<file path="src/rtl/lpc_seq_pkg.sv">
package lpc_seq_pkg;

  typedef enum logic [3:0] {
    CS_IDLE, CS_START, CS_CTDIR, CS_ADDR, CS_WDATA,
    CS_TAR_H0, CS_TAR_H1, CS_SYNC, CS_RDATA, CS_TAR_T0, CS_TAR_T1
  } cyc_state_e;

  localparam logic [3:0] NIB_START = 4'h0;
  localparam logic [3:0] NIB_READY = 4'h0;
  localparam logic [3:0] NIB_ERROR = 4'hA;
  localparam logic [3:0] NIB_IDLE  = 4'hF;

  localparam logic [5:0] OFS_START  = 6'h00;
  localparam logic [5:0] OFS_STATUS = 6'h04;
  localparam logic [5:0] OFS_IRQ    = 6'h08;
  localparam logic [5:0] OFS_LEN    = 6'h10;
  localparam logic [5:0] OFS_CMD    = 6'h14;
  localparam logic [5:0] OFS_ADDR   = 6'h20;
  localparam logic [5:0] OFS_WDATA  = 6'h24;
  localparam logic [5:0] OFS_RDATA  = 6'h28;

  // cycle type / direction nibble: I/O type is 00, bit 1 is the direction
  function automatic logic [3:0] ctdir_nibble(input logic is_write);
    return {2'b00, is_write, 1'b0};
  endfunction

endpackage

</file>
<file path="src/rtl/byte_fifo.sv">
// Show-ahead FIFO; DEPTH must be a power of two.
module byte_fifo #(
  parameter  int W     = 8,
  parameter  int DEPTH = 16,
  localparam int AW    = $clog2(DEPTH)
) (
  input  logic         clk,
  input  logic         rst_n,
  input  logic         flush,
  input  logic         push,
  input  logic [W-1:0] din,
  input  logic         pop,
  output logic [W-1:0] dout,
  output logic         empty,
  output logic [AW:0]  count
);
  logic [W-1:0]  mem [DEPTH];
  logic [AW-1:0] wp, rp;
  logic          full, do_push, do_pop;

  assign full    = (count == (AW+1)'(DEPTH));
  assign empty   = (count == '0);
  assign do_push = push && !full;
  assign do_pop  = pop && !empty;
  assign dout    = mem[rp];

  always_ff @(posedge clk or negedge rst_n) begin
    if (!rst_n) begin
      wp <= '0; rp <= '0; count <= '0;
    end else if (flush) begin
      wp <= '0; rp <= '0; count <= '0;
    end else begin
      if (do_push) wp <= wp + 1'b1;
      if (do_pop)  rp <= rp + 1'b1;
      count <= count + (AW+1)'(do_push) - (AW+1)'(do_pop);
    end
  end

  always_ff @(posedge clk) begin
    if (do_push && !flush) mem[wp] <= din;
  end
endmodule

</file>
<file path="src/rtl/lpc_cycle_drv.sv">
// Runs one single-byte LPC I/O cycle per go pulse.
module lpc_cycle_drv import lpc_seq_pkg::*; #(
  parameter  int ADDR_W   = 16,
  parameter  int MAX_WAIT = 256,
  localparam int NA       = ADDR_W / 4,
  localparam int NW       = (NA > 1) ? $clog2(NA) : 1,
  localparam int WCW      = $clog2(MAX_WAIT + 1)
) (
  input  logic              clk,
  input  logic              rst_n,
  input  logic              go,
  input  logic              write,
  input  logic [ADDR_W-1:0] addr,
  input  logic [7:0]        wdata,
  input  logic [3:0]        lad_i,
  output logic              lframe_n,
  output logic [3:0]        lad_o,
  output logic              lad_oe,
  output logic              done,
  output logic              ok,
  output logic [7:0]        rbyte,
  output logic [WCW-1:0]    wait_cnt
);
  cyc_state_e        st;
  logic [NW-1:0]     nib;
  logic              dhi, wr_l;
  logic [ADDR_W-1:0] addr_l;
  logic [7:0]        wd_l;

  // most significant nibble first
  function automatic logic [3:0] port_nibble(input logic [ADDR_W-1:0] a, input logic [NW-1:0] i);
    logic [ADDR_W-1:0] sh;
    sh = a >> (4 * (NA - 1 - int'(i)));
    return sh[3:0];
  endfunction

  always_ff @(posedge clk or negedge rst_n) begin
    if (!rst_n) begin
      st <= CS_IDLE; nib <= '0; dhi <= 1'b0; wait_cnt <= '0; wr_l <= 1'b0;
      addr_l <= '0; wd_l <= '0; rbyte <= '0; done <= 1'b0; ok <= 1'b0;
    end else begin
      done <= 1'b0;
      case (st)
        CS_IDLE: if (go) begin
          st <= CS_START; wr_l <= write; addr_l <= addr; wd_l <= wdata;
        end
        CS_START: st <= CS_CTDIR;
        CS_CTDIR: begin st <= CS_ADDR; nib <= '0; end
        CS_ADDR: begin
          nib <= nib + 1'b1;
          dhi <= 1'b0;
          if (nib == NW'(NA - 1)) st <= wr_l ? CS_WDATA : CS_TAR_H0;
        end
        CS_WDATA: begin dhi <= 1'b1; if (dhi) st <= CS_TAR_H0; end
        CS_TAR_H0: st <= CS_TAR_H1;
        CS_TAR_H1: begin st <= CS_SYNC; wait_cnt <= '0; end
        CS_SYNC: begin
          if (lad_i == NIB_READY) begin
            st <= wr_l ? CS_TAR_T0 : CS_RDATA; dhi <= 1'b0;
          end else if (lad_i == NIB_ERROR || wait_cnt == WCW'(MAX_WAIT)) begin
            st <= CS_IDLE; done <= 1'b1; ok <= 1'b0;
          end else begin
            wait_cnt <= wait_cnt + 1'b1;
          end
        end
        CS_RDATA: begin
          dhi <= 1'b1;
          if (!dhi) rbyte[3:0] <= lad_i;
          else begin rbyte[7:4] <= lad_i; st <= CS_TAR_T0; end
        end
        CS_TAR_T0: st <= CS_TAR_T1;
        CS_TAR_T1: begin st <= CS_IDLE; done <= 1'b1; ok <= 1'b1; end
        default: st <= CS_IDLE;
      endcase
    end
  end

  assign lframe_n = (st != CS_START);
  assign lad_oe   = (st == CS_START) || (st == CS_CTDIR) || (st == CS_ADDR) ||
                    (st == CS_WDATA) || (st == CS_TAR_H0);

  always_comb begin
    case (st)
      CS_START: lad_o = NIB_START;
      CS_CTDIR: lad_o = ctdir_nibble(wr_l);
      CS_ADDR:  lad_o = port_nibble(addr_l, nib);
      CS_WDATA: lad_o = dhi ? wd_l[7:4] : wd_l[3:0];
      default:  lad_o = NIB_IDLE;
    endcase
  end
endmodule

</file>
<file path="src/rtl/lpc_io_seq.sv">
module lpc_io_seq import lpc_seq_pkg::*; #(
  parameter  int ADDR_W     = 16,
  parameter  int FIFO_DEPTH = 16,
  parameter  int MAX_BURST  = 16,
  parameter  int MAX_WAIT   = 256,
  localparam int LW         = $clog2(MAX_BURST + 1),
  localparam int CW         = $clog2(FIFO_DEPTH) + 1,
  localparam int WCW        = $clog2(MAX_WAIT + 1)
) (
  input  logic        clk,
  input  logic        rst_n,
  input  logic        reg_wr,
  input  logic        reg_rd,
  input  logic [5:0]  reg_addr,
  input  logic [31:0] reg_wdata,
  output logic [31:0] reg_rdata,
  output logic        irq,
  output logic        lframe_n,
  output logic [3:0]  lad_o,
  output logic        lad_oe,
  input  logic [3:0]  lad_i
);
  logic [LW-1:0]     len_q, remain;
  logic              cmd_wr_q, cmd_fix_q, busy_q, ok_q, ien_q, ist_q, issue_q;
  logic [ADDR_W-1:0] addr_q, cur_addr;
  logic              start_acc, burst_end;
  logic              drv_done, drv_ok;
  logic [7:0]        drv_rbyte, wf_head, rf_head;
  logic [WCW-1:0]    drv_wait_cnt;
  logic              wf_empty, rf_empty;
  logic [CW-1:0]     wf_count, rf_count;
  logic              unused_bits;

  assign unused_bits = ^reg_wdata;

  function automatic logic [ADDR_W-1:0] next_port(input logic [ADDR_W-1:0] a, input logic fixed);
    return fixed ? a : a + ADDR_W'(1);
  endfunction

  assign start_acc = reg_wr && (reg_addr == OFS_START) && reg_wdata[0] && !busy_q &&
                     (len_q != '0) && (len_q <= LW'(MAX_BURST));
  assign burst_end = drv_done && (!drv_ok || remain == LW'(1));

  byte_fifo #(.W(8), .DEPTH(FIFO_DEPTH)) wfifo_i (
    .clk(clk), .rst_n(rst_n), .flush(burst_end),
    .push(reg_wr && reg_addr == OFS_WDATA), .din(reg_wdata[7:0]),
    .pop(issue_q && cmd_wr_q), .dout(wf_head), .empty(wf_empty), .count(wf_count));

  byte_fifo #(.W(8), .DEPTH(FIFO_DEPTH)) rfifo_i (
    .clk(clk), .rst_n(rst_n), .flush(start_acc),
    .push(drv_done && drv_ok && !cmd_wr_q), .din(drv_rbyte),
    .pop(reg_rd && reg_addr == OFS_RDATA), .dout(rf_head), .empty(rf_empty), .count(rf_count));

  lpc_cycle_drv #(.ADDR_W(ADDR_W), .MAX_WAIT(MAX_WAIT)) drv_i (
    .clk(clk), .rst_n(rst_n), .go(issue_q), .write(cmd_wr_q), .addr(cur_addr),
    .wdata(wf_empty ? 8'h00 : wf_head), .lad_i(lad_i),
    .lframe_n(lframe_n), .lad_o(lad_o), .lad_oe(lad_oe),
    .done(drv_done), .ok(drv_ok), .rbyte(drv_rbyte), .wait_cnt(drv_wait_cnt));

  always_ff @(posedge clk or negedge rst_n) begin
    if (!rst_n) begin
      len_q <= '0; cmd_wr_q <= 1'b0; cmd_fix_q <= 1'b0; addr_q <= '0;
      busy_q <= 1'b0; ok_q <= 1'b0; ien_q <= 1'b0; ist_q <= 1'b0;
      issue_q <= 1'b0; remain <= '0; cur_addr <= '0;
    end else begin
      issue_q <= 1'b0;
      if (reg_wr && !busy_q) begin
        case (reg_addr)
          OFS_LEN:  len_q <= reg_wdata[LW-1:0];
          OFS_CMD:  begin cmd_wr_q <= reg_wdata[0]; cmd_fix_q <= reg_wdata[3]; end
          OFS_ADDR: addr_q <= reg_wdata[ADDR_W-1:0];
          default: ;
        endcase
      end
      if (reg_wr && reg_addr == OFS_IRQ) begin
        ien_q <= reg_wdata[0];
        if (reg_wdata[1]) ist_q <= 1'b0;
      end
      if (start_acc) begin
        busy_q <= 1'b1; ok_q <= 1'b0; cur_addr <= addr_q; remain <= len_q; issue_q <= 1'b1;
      end
      if (drv_done) begin
        if (burst_end) begin
          busy_q <= 1'b0; ok_q <= drv_ok; ist_q <= 1'b1;
        end else begin
          remain <= remain - LW'(1);
          cur_addr <= next_port(cur_addr, cmd_fix_q);
          issue_q <= 1'b1;
        end
      end
    end
  end

  assign irq = ien_q & ist_q;

  always_comb begin
    case (reg_addr)
      OFS_STATUS: reg_rdata = {30'b0, ok_q, ~busy_q};
      OFS_IRQ:    reg_rdata = {30'b0, ist_q, ien_q};
      OFS_LEN:    reg_rdata = 32'(len_q);
      OFS_CMD:    reg_rdata = {28'b0, cmd_fix_q, 2'b00, cmd_wr_q};
      OFS_ADDR:   reg_rdata = 32'(addr_q);
      OFS_RDATA:  reg_rdata = rf_empty ? 32'h0 : {24'b0, rf_head};
      default:    reg_rdata = 32'h0;
    endcase
  end
endmodule

</file>
<file path="config.mk">
export PLATFORM = sky130hd
export DESIGN_NAME = lpc_io_seq
export DESIGN_NICKNAME = d
export VERILOG_FILES = /design/src/rtl/lpc_seq_pkg.sv /design/src/rtl/byte_fifo.sv /design/src/rtl/lpc_cycle_drv.sv /design/src/rtl/lpc_io_seq.sv
export SDC_FILE = /design/constraint.sdc
export NUM_CORES = 1
export LEC_CHECK = 0
export BUFFER_PORTS_ARGS = -buffer_cell sky130_fd_sc_hd__buf_4
export CORE_ASPECT_RATIO = 0.7
export CORE_MARGIN = 5
export CORE_UTILIZATION = 55
export DETAILED_ROUTE_END_ITERATION = 10
export PLACE_DENSITY = 0.76
export SLEW_MARGIN = 10
export SYNTH_ARGS = -nofsm -noshare
export SYNTH_HDL_FRONTEND = slang
export SYNTH_SLANG_ARGS = --single-unit
</file>
<file path="constraint.sdc">
create_clock -name clk -period 3.05 [get_ports clk]
set_input_delay 0.4575 -clock clk [delete_from_list [all_inputs] [get_ports clk]]
set_output_delay 0.4575 -clock clk [all_outputs]
set_load 0.01 [all_outputs]
</file>
[After elaboration in Yosys (flattened, before gate mapping)]
Memories as Yosys holds them, arrays and structs flattened.
Index checks and enable logic that the tools add are counted.
Operators by class
  add/subtract/negate cells: 13
  $lt $le $gt $ge: 1
  eq/ne operators: 34
  shift-type cells: 1
  multiplexer cells: 60
  bitwise gates (word level): 3
  reduce and logical (&&, ||, !) cells: 59
Operator list (number)
  case mux 16 bit (6 select lines): 1
  2-to-1 mux 16 bit: 4
  2-to-1 mux 4 bit: 15
  case mux 4 bit (10 select lines): 1
  right shift 16 x 32 -> 4 bit: 1
  2-to-1 mux 5 bit: 5
  2-to-1 mux 1 bit: 24
  logical AND 1 bit: 19
  == test 6 bit, second input constant: 3
  2-to-1 mux 9 bit: 2
  case mux 9 bit (2 select lines): 1
  adder 16 x 1 -> 16 bit, second input constant: 1
  adder 4 x 1 -> 4 bit, second input constant: 4
  == test 4 x 3 -> 1 bit, second input constant: 4
  == test 4 bit, second input constant: 4
  2-to-1 mux 8 bit: 2
  case mux 4 bit (4 select lines): 1
  AND reduction 2 bit: 7
  nonzero test 2 bit: 7
  == test 6 x 5 -> 1 bit, second input constant: 2
  adder 5 x 1 -> 5 bit: 2
  == test 5 bit, second input constant: 2
  zero test 5 bit: 2
  inequality test 2 x 1 -> 1 bit, second input constant: 5
  other kinds (31): 52
Storage, ports and cells
  register bits after elaboration: 126
  RAM bits: 256
  input port bits: 46
  output and inout bits: 39
  word-level logic and storage cells: 201
  memories kept: 2
Memory list
  rfifo_i.mem: words 16, bits a word 8, rd ports 1, clocked after memory_dff 0, write ports 1, RTL line byte_fifo.sv:17  | logic [W-1:0] mem [DEPTH];
  wfifo_i.mem: words 16, bits a word 8, rd ports 1, clocked after memory_dff 0, write ports 1, RTL line byte_fifo.sv:17

[Longest topological paths before layout]
  depth in word-level cells: 10
  depth in mapped cells: 15

[Cells and area by module]
Synthesis repeated with hierarchy kept, for this count alone.
Second synthesis, totals
  cell total of the unflattened synthesis: 1122
  area total of the unflattened synthesis: 17131.4 µm²
Modules (own cells, without submodules)
  byte_fifo at wfifo_i: times used 1, cells an instance 305, area each 5810.6 µm², seq. area each 4169.0 µm²
  byte_fifo at rfifo_i: times used 1, cells an instance 305, area each 5794.3 µm², seq. area each 4169.0 µm²
  lpc_io_seq: times used 1, cells an instance 292, area each 2961.6 µm², seq. area each 1226.2 µm²
  lpc_cycle_drv: times used 1, cells an instance 220, area each 2565.0 µm², seq. area each 1276.2 µm²

[Least setup slack after synthesis]
No wires, ideal clock.
  path type: register -> register
  start point: register wfifo_i.count[3]
  end point: register wfifo_i.count[4]
  arrival time: 2.846 ns
  data required time: 2.918 ns
  setup slack: 0.072 ns
  cell stages (with the launch flop): 15
  buffers on the path: 1
  period minus slack after synthesis: 2.978 ns
  path through: dfrtp_1 > inv_1 > ha_1 > or4b_2 > and3_1 > clkbuf_1 > ha_1 > inv_1 > ha_1 > fa_1 > a21oi_1 > nor2_1 > nor2_1 > xnor2_1 > nor2_1
Between the ends
  longest elaborated chain between the ends: 6
  elaborated cells on any way between the ends: 9
  classes of those cells: add/sub (2); eq/ne (1); mux (1); reduce/logical (5)
Ends and longest elaborated chain
  start: declaration: RTL line byte_fifo.sv:15  | output logic [AW:0] count
  start signal: assignment: RTL line byte_fifo.sv:35  | count <= count + (AW+1)'(do_push) - (AW+1)'(do_pop);
  == test 5 bit: RTL line byte_fifo.sv:21  | assign full = (count == (AW+1)'(DEPTH));
  zero test 1 bit: RTL line byte_fifo.sv:23  | assign do_push = push && !full;
  logical AND 1 bit: RTL line byte_fifo.sv:23
  adder 5 x 1 -> 5 bit: RTL line byte_fifo.sv:35
  subtractor 5 x 1 -> 5 bit *: RTL line byte_fifo.sv:35
  2-to-1 mux 5 bit *: RTL line byte_fifo.sv:30  | end else if (flush) begin
Every way passes the cells marked *; elsewhere a longest branch is shown, timed or not.
A chain may end at the register's enable or synchronous reset.

[Final worst setup path]
  start point: register rfifo_i.rp[2]
  end point: output reg_rdata[4]
Between the ends
  longest elaborated chain between the ends: 3
Ends and longest elaborated chain
  start: declaration: RTL line byte_fifo.sv:18  | logic [AW-1:0] wp, rp;
  start signal: assignment: RTL line byte_fifo.sv:34  | if (do_pop) rp <= rp + 1'b1;
  memory read (16 x 8 bit)
  2-to-1 mux 8 bit: RTL line lpc_io_seq.sv:103  | OFS_RDATA: reg_rdata = rf_empty ? 32'h0 : {24'b0, rf_head};
  case mux 16 bit (6 select lines): RTL line lpc_io_seq.sv:97  | case (reg_addr)
  end: declaration: RTL line lpc_io_seq.sv:16  | output logic [31:0] reg_rdata,
Every way passes these cells.

==> flow_summary.html <==
<table>
<tr><th>Metric</th><th>Value</th></tr>
<tr><th colspan="2">Outcome</th></tr>
<tr><td>Status</td><td>finished with violations</td></tr>
<tr><td>Failing checks</td><td>negative setup slack</td></tr>
<tr><th colspan="2">Synthesis</th></tr>
<tr><td>Share of the synthesized area in the top cell type</td><td>45.3%</td></tr>
<tr><td>Most common cell in the netlist</td><td>sky130_fd_sc_hd__edfxtp_1</td></tr>
<tr><td>Synth Cell Area</td><td>17,000 µm²</td></tr>
<tr><td>Biggest area contributors in the synthesized netlist</td><td>sky130_fd_sc_hd__edfxtp_1, sky130_fd_sc_hd__dfrtp_1, sky130_fd_sc_hd__mux4_2</td></tr>
<tr><td>Largest area contributor in the synthesized netlist</td><td>sky130_fd_sc_hd__edfxtp_1</td></tr>
<tr><td>Synthesized area per cell</td><td>15.1 µm²</td></tr>
<tr><td>Yosys warning total</td><td>0</td></tr>
<tr><td>Top cells by count, synth</td><td>sky130_fd_sc_hd__edfxtp_1, sky130_fd_sc_hd__dfrtp_1, sky130_fd_sc_hd__nor2_1</td></tr>
<tr><td>Post-synthesis async set-or-reset flop share</td><td>33.0%</td></tr>
<tr><td>Sequential fraction of the synthesis area</td><td>63.9%</td></tr>
<tr><td>Distinct cell type count of the synthesized netlist</td><td>81</td></tr>
<tr><td>Post-synthesis instance total</td><td>1,121</td></tr>
<tr><td>Number of flops mapped to enable cells by yosys</td><td>256</td></tr>
<tr><td>Number of flip-flops and latches in the synthesized netlist</td><td>382</td></tr>
<tr><td>Top flip-flop cell by instance count after synthesis</td><td>sky130_fd_sc_hd__edfxtp_1</td></tr>
<tr><th colspan="2">Global route</th></tr>
<tr><td>Total Routing Usage GR</td><td>22.7%</td></tr>
<tr><td>GR met2 Demand/Resource</td><td>30.8%</td></tr>
<tr><td>Initial antenna violation count</td><td>1</td></tr>
<tr><td>Pin count of the biggest net entering global routing</td><td>76</td></tr>
<tr><td>Total global routing overflow</td><td>0</td></tr>
<tr><td>First-pass GRT wire length</td><td>59.8 mm</td></tr>
<tr><td>Most utilized layer in the global route result</td><td>met1</td></tr>
<tr><td>Via count of the first global-routing pass</td><td>9,875</td></tr>
<tr><td>GR met3 Demand/Resource</td><td>6.63%</td></tr>
<tr><td>Fraction of met1 tracks used by global routing</td><td>36.2%</td></tr>
<tr><th colspan="2">Final layout</th></tr>
<tr><td>Ratio of cells with drive above 1 in the final layout</td><td>26.1%</td></tr>
<tr><td>Final Cell Area</td><td>19,400 µm²</td></tr>
<tr><td>Number of nets in the layout</td><td>1,298</td></tr>
<tr><td>Final Util</td><td>64.3%</td></tr>
<tr><td>Post-synthesis to final-layout area growth</td><td>14.6%</td></tr>
<tr><td>Post-Layout Cell Count</td><td>1,664</td></tr>
<tr><th colspan="2">Timing</th></tr>
<tr><td>Worst setup slack after layout</td><td>-0.215 ns</td></tr>
<tr><td>Max-slew headroom</td><td>47.9%</td></tr>
<tr><td>Total of endpoints with negative setup slack in the final report</td><td>5</td></tr>
<tr><td>Share of the clock period used by the worst path after layout</td><td>107%</td></tr>
<tr><td>Upper clock frequency limit</td><td>306 MHz</td></tr>
<tr><td>Tmin final</td><td>3.27 ns</td></tr>
<tr><td>RSZ-0062 raised after global routing</td><td>yes</td></tr>
<tr><td>Post-route worst hold slack</td><td>0.133 ns</td></tr>
<tr><td>Worst-case clock skew</td><td>0.0176 ns</td></tr>
<tr><td>Slew of the pin with the lowest slew margin</td><td>0.781 ns</td></tr>
<tr><td>Summed negative setup slack over all endpoints</td><td>-0.549 ns</td></tr>
<tr><td>Endpoints failing hold</td><td>0</td></tr>
<tr><td>Final number of max-transition violations</td><td>0</td></tr>
<tr><th colspan="2">Place</th></tr>
<tr><td>HPWL after detailed placement</td><td>25.9 mm</td></tr>
<tr><td>Number of input and output port buffers inserted</td><td>52</td></tr>
<tr><td>Placed instance area</td><td>18,000 µm²</td></tr>
<tr><td># placed instances</td><td>1,582</td></tr>
<tr><td>Final GP Congestion</td><td>0.870</td></tr>
<tr><td>Worst slack at placement</td><td>-0.0773 ns</td></tr>
<tr><th colspan="2">Drt</th></tr>
<tr><td>Average detailed-routed wire length per instance</td><td>23.1 µm</td></tr>
<tr><td>Initial DRT Pass Iterations</td><td>5</td></tr>
<tr><td>Vias after detailed routing</td><td>10,075</td></tr>
<tr><td>Routed vias/inst</td><td>6.05</td></tr>
<tr><td>Residual antenna-violating net count after detailed routing</td><td>0</td></tr>
<tr><td>DRC viols</td><td>0</td></tr>
<tr><td>Iteration-0 DRC Markers</td><td>1,300</td></tr>
<tr><td>Total length of routed wires</td><td>38.5 mm</td></tr>
<tr><th colspan="2">Setup path</th></tr>
<tr><td>Largest driver fanout on the critical path</td><td>8</td></tr>
<tr><td>Crit path kind</td><td>reg -&gt; out</td></tr>
<tr><td>List of cells traversed by the critical path</td><td>mux4_2 &gt; mux4_2 &gt; a222oi_1 &gt; inv_1 &gt; buf_6</td></tr>
<tr><td>Reg-to-reg slack, setup</td><td>0.19 ns</td></tr>
<tr><td>Cell with the biggest individual delay on the critical path</td><td>sky130_fd_sc_hd__mux4_2</td></tr>
<tr><td>Family with the most delay on the worst path</td><td>multiplexers</td></tr>
<tr><td>Data required, critical path</td><td>2.59 ns</td></tr>
<tr><td>Startpoint kind of the worst setup timing path</td><td>flip-flop</td></tr>
<tr><td>Worst setup EP type</td><td>output pin</td></tr>
<tr><td>Worst stage delay on the critical path</td><td>0.57 ns</td></tr>
<tr><td>Buf/Inv on CP</td><td>2</td></tr>
<tr><td>Top cell by count, worst path</td><td>sky130_fd_sc_hd__mux4_2</td></tr>
<tr><td>Data arrival time of the worst path</td><td>2.81 ns</td></tr>
<tr><th colspan="2">Die</th></tr>
<tr><td>Effective utilization at floorplan</td><td>56.1%</td></tr>
<tr><td>I/O Pins</td><td>85</td></tr>
<tr><td>Floorplan die area</td><td>34,500 µm²</td></tr>
<tr><td>Die height</td><td>157 µm</td></tr>
<tr><td>Die W</td><td>220 µm</td></tr>
<tr><td>Placeable core region</td><td>30,200 µm²</td></tr>
<tr><td>Number of placement rows</td><td>53</td></tr>
<tr><th colspan="2">Clock network</th></tr>
<tr><td>Bufs on Longest Clock Path</td><td>3</td></tr>
<tr><td>Clock Sinks</td><td>382</td></tr>
<tr><td>Clk Tree Root Cell</td><td>sky130_fd_sc_hd__clkbuf_16</td></tr>
<tr><td>TritonCTS clock tree</td><td>yes</td></tr>
<tr><td>CTS H-tree lvls</td><td>2</td></tr>
<tr><td>Worst-path clk slew</td><td>0.07 ns</td></tr>
<tr><td>TritonCTS Buffers</td><td>37</td></tr>
<tr><td>Clk Latency, worst-skew pair</td><td>0.54 ns</td></tr>
<tr><th colspan="2">Worst hold path</th></tr>
<tr><td>Min-delay worst type</td><td>in -&gt; reg</td></tr>
<tr><th colspan="2">Power and ir drop</th></tr>
<tr><td>Overall power of the completed layout</td><td>13.3 mW</td></tr>
<tr><td>Power per unit of standard cell area</td><td>682 nW/µm²</td></tr>
<tr><td>Leakage power summed over all cells</td><td>7.35 nW</td></tr>
<tr><td>VDD IR-drop max</td><td>522 µV</td></tr>
<tr><th colspan="2">Run</th></tr>
<tr><td>Max-capacitance violation count</td><td>0</td></tr>
</table>
-- cell usage in the layout, fill, tap and decap left out, types with 5 or more instances in the layout --
master	count
sky130_fd_sc_hd__nor2_1	75
sky130_fd_sc_hd__o21ai_0	17
sky130_fd_sc_hd__dfrtp_1	122
sky130_fd_sc_hd__xor2_1	14
sky130_fd_sc_hd__clkbuf_1	10
sky130_fd_sc_hd__a22o_1	11
sky130_fd_sc_hd__nand2_1	55
sky130_fd_sc_hd__mux2i_1	21
sky130_fd_sc_hd__xnor2_1	16
sky130_fd_sc_hd__nor4b_1	5
sky130_fd_sc_hd__clkinv_1	6
sky130_fd_sc_hd__buf_4	100
sky130_fd_sc_hd__nand4_1	10
sky130_fd_sc_hd__and2_1	38
sky130_fd_sc_hd__nor3_1	17
sky130_fd_sc_hd__a211oi_1	16
sky130_fd_sc_hd__nor2b_1	22
sky130_fd_sc_hd__a22oi_1	8
sky130_fd_sc_hd__ha_1	26
sky130_fd_sc_hd__conb_1	16
sky130_fd_sc_hd__inv_1	32
sky130_fd_sc_hd__clkbuf_16	37
sky130_fd_sc_hd__edfxtp_1	256
sky130_fd_sc_hd__nand3_1	22
sky130_fd_sc_hd__buf_6	9
sky130_fd_sc_hd__nor4_1	5
sky130_fd_sc_hd__nor4_2	5
sky130_fd_sc_hd__a21oi_1	29
sky130_fd_sc_hd__mux4_2	66
sky130_fd_sc_hd__mux2_2	48
sky130_fd_sc_hd__and3_1	10
-- cell families (layout without fill, tap and decap cells) --
| family | Yosys count | count (layout) | synth area share [%] |
|---|---|---|---|
| xor+xnor | 30 | 30 | 1.55 |
| simple gates | 307 | 307 | 10.0 |
| mux | 141 | 141 | 14.0 |
| fa+ha+maj | 30 | 30 | 2.30 |
| flops | 382 | 382 | 63.9 |
| compound gates | 127 | 127 | 5.30 |
| other cells | 1 | 17 | 0.0221 |
| buf+inv | 103 | 218 | 2.93 |
-- layer usage --
metal	up-vias	routed length, µm
li1	4461	-
met1	5077	17400
met2	469	16300
met3	68	3940
met4	0	924
met5	-	0
-- state kept, by name, summed over array words and instances, names as in the netlist, 4 cells and up --
register and flops:
addr_q 16, cur_addr 16, drv_i.addr_l 16, drv_i.rbyte 8, drv_i.st 4, drv_i.wait_cnt 9, drv_i.wd_l 8, len_q 5
remain 5, rfifo_i.count 5, rfifo_i.mem 128, rfifo_i.rp 4, rfifo_i.wp 4, wfifo_i.count 5, wfifo_i.mem 128, wfifo_i.rp 4
wfifo_i.wp 4
-- power breakdown --
group	switching, mW	total, mW	internal, mW
registers	0.458	6.33	5.87
logic	1.16	2.25	1.09
clock network	1.99	4.69	2.71
total	3.61	13.3	9.67
-- worst reg2reg max path, stage by stage (launching register included) --
cell	delay, ns
sky130_fd_sc_hd__dfrtp_1	0.38
sky130_fd_sc_hd__inv_1	0.09
sky130_fd_sc_hd__ha_2	0.18
sky130_fd_sc_hd__or4b_4	0.47
sky130_fd_sc_hd__nor3b_4	0.17
sky130_fd_sc_hd__nand2_2	0.06
sky130_fd_sc_hd__inv_1	0.04
sky130_fd_sc_hd__ha_1	0.26
sky130_fd_sc_hd__inv_1	0.04
sky130_fd_sc_hd__ha_2	0.19
sky130_fd_sc_hd__fa_2	0.34
sky130_fd_sc_hd__a21oi_1	0.15
sky130_fd_sc_hd__nor2_1	0.06
sky130_fd_sc_hd__nor2_1	0.13
sky130_fd_sc_hd__xnor2_1	0.13
sky130_fd_sc_hd__nor2_1	0.06
-- cell type report --
cell class,count,area [µm²]
Antenna cell,1,2.50
Fill cell,2137,10800
Clock buffer,51,1020
Sequential cell,382,10800
Multi-Input combinational cell,651,5760
Inverter,34,128
Timing Repair Buffer,116,972
Tap cell,412,515
Clock inverter,17,208
-- what timing repair did --
action	in CTS	in global routing
pin swaps	4	6
cloned	0	0
buffers inserted	6	6
resized for setup	19	18
setup endpoints to repair	8	9
hold buffers	1	0
endpoints found under the hold margin	59	0
-- worst paths after layout --
kind,from,end,depth (start not counted)
setup / recovery,rfifo_i.rp[2],reg_rdata[4],5
setup reg to reg,rfifo_i.count[2],rfifo_i.count[4],15
max in group asynchronous,rst_n,rfifo_i.rp[3],2
hold / removal,reg_wdata[9],addr_q[9],2
min in group asynchronous,rst_n,cur_addr[9],2
hold reg to reg,drv_i.wait_cnt[4],drv_i.wait_cnt[4],1
Power figures use the tool's default switching activity.
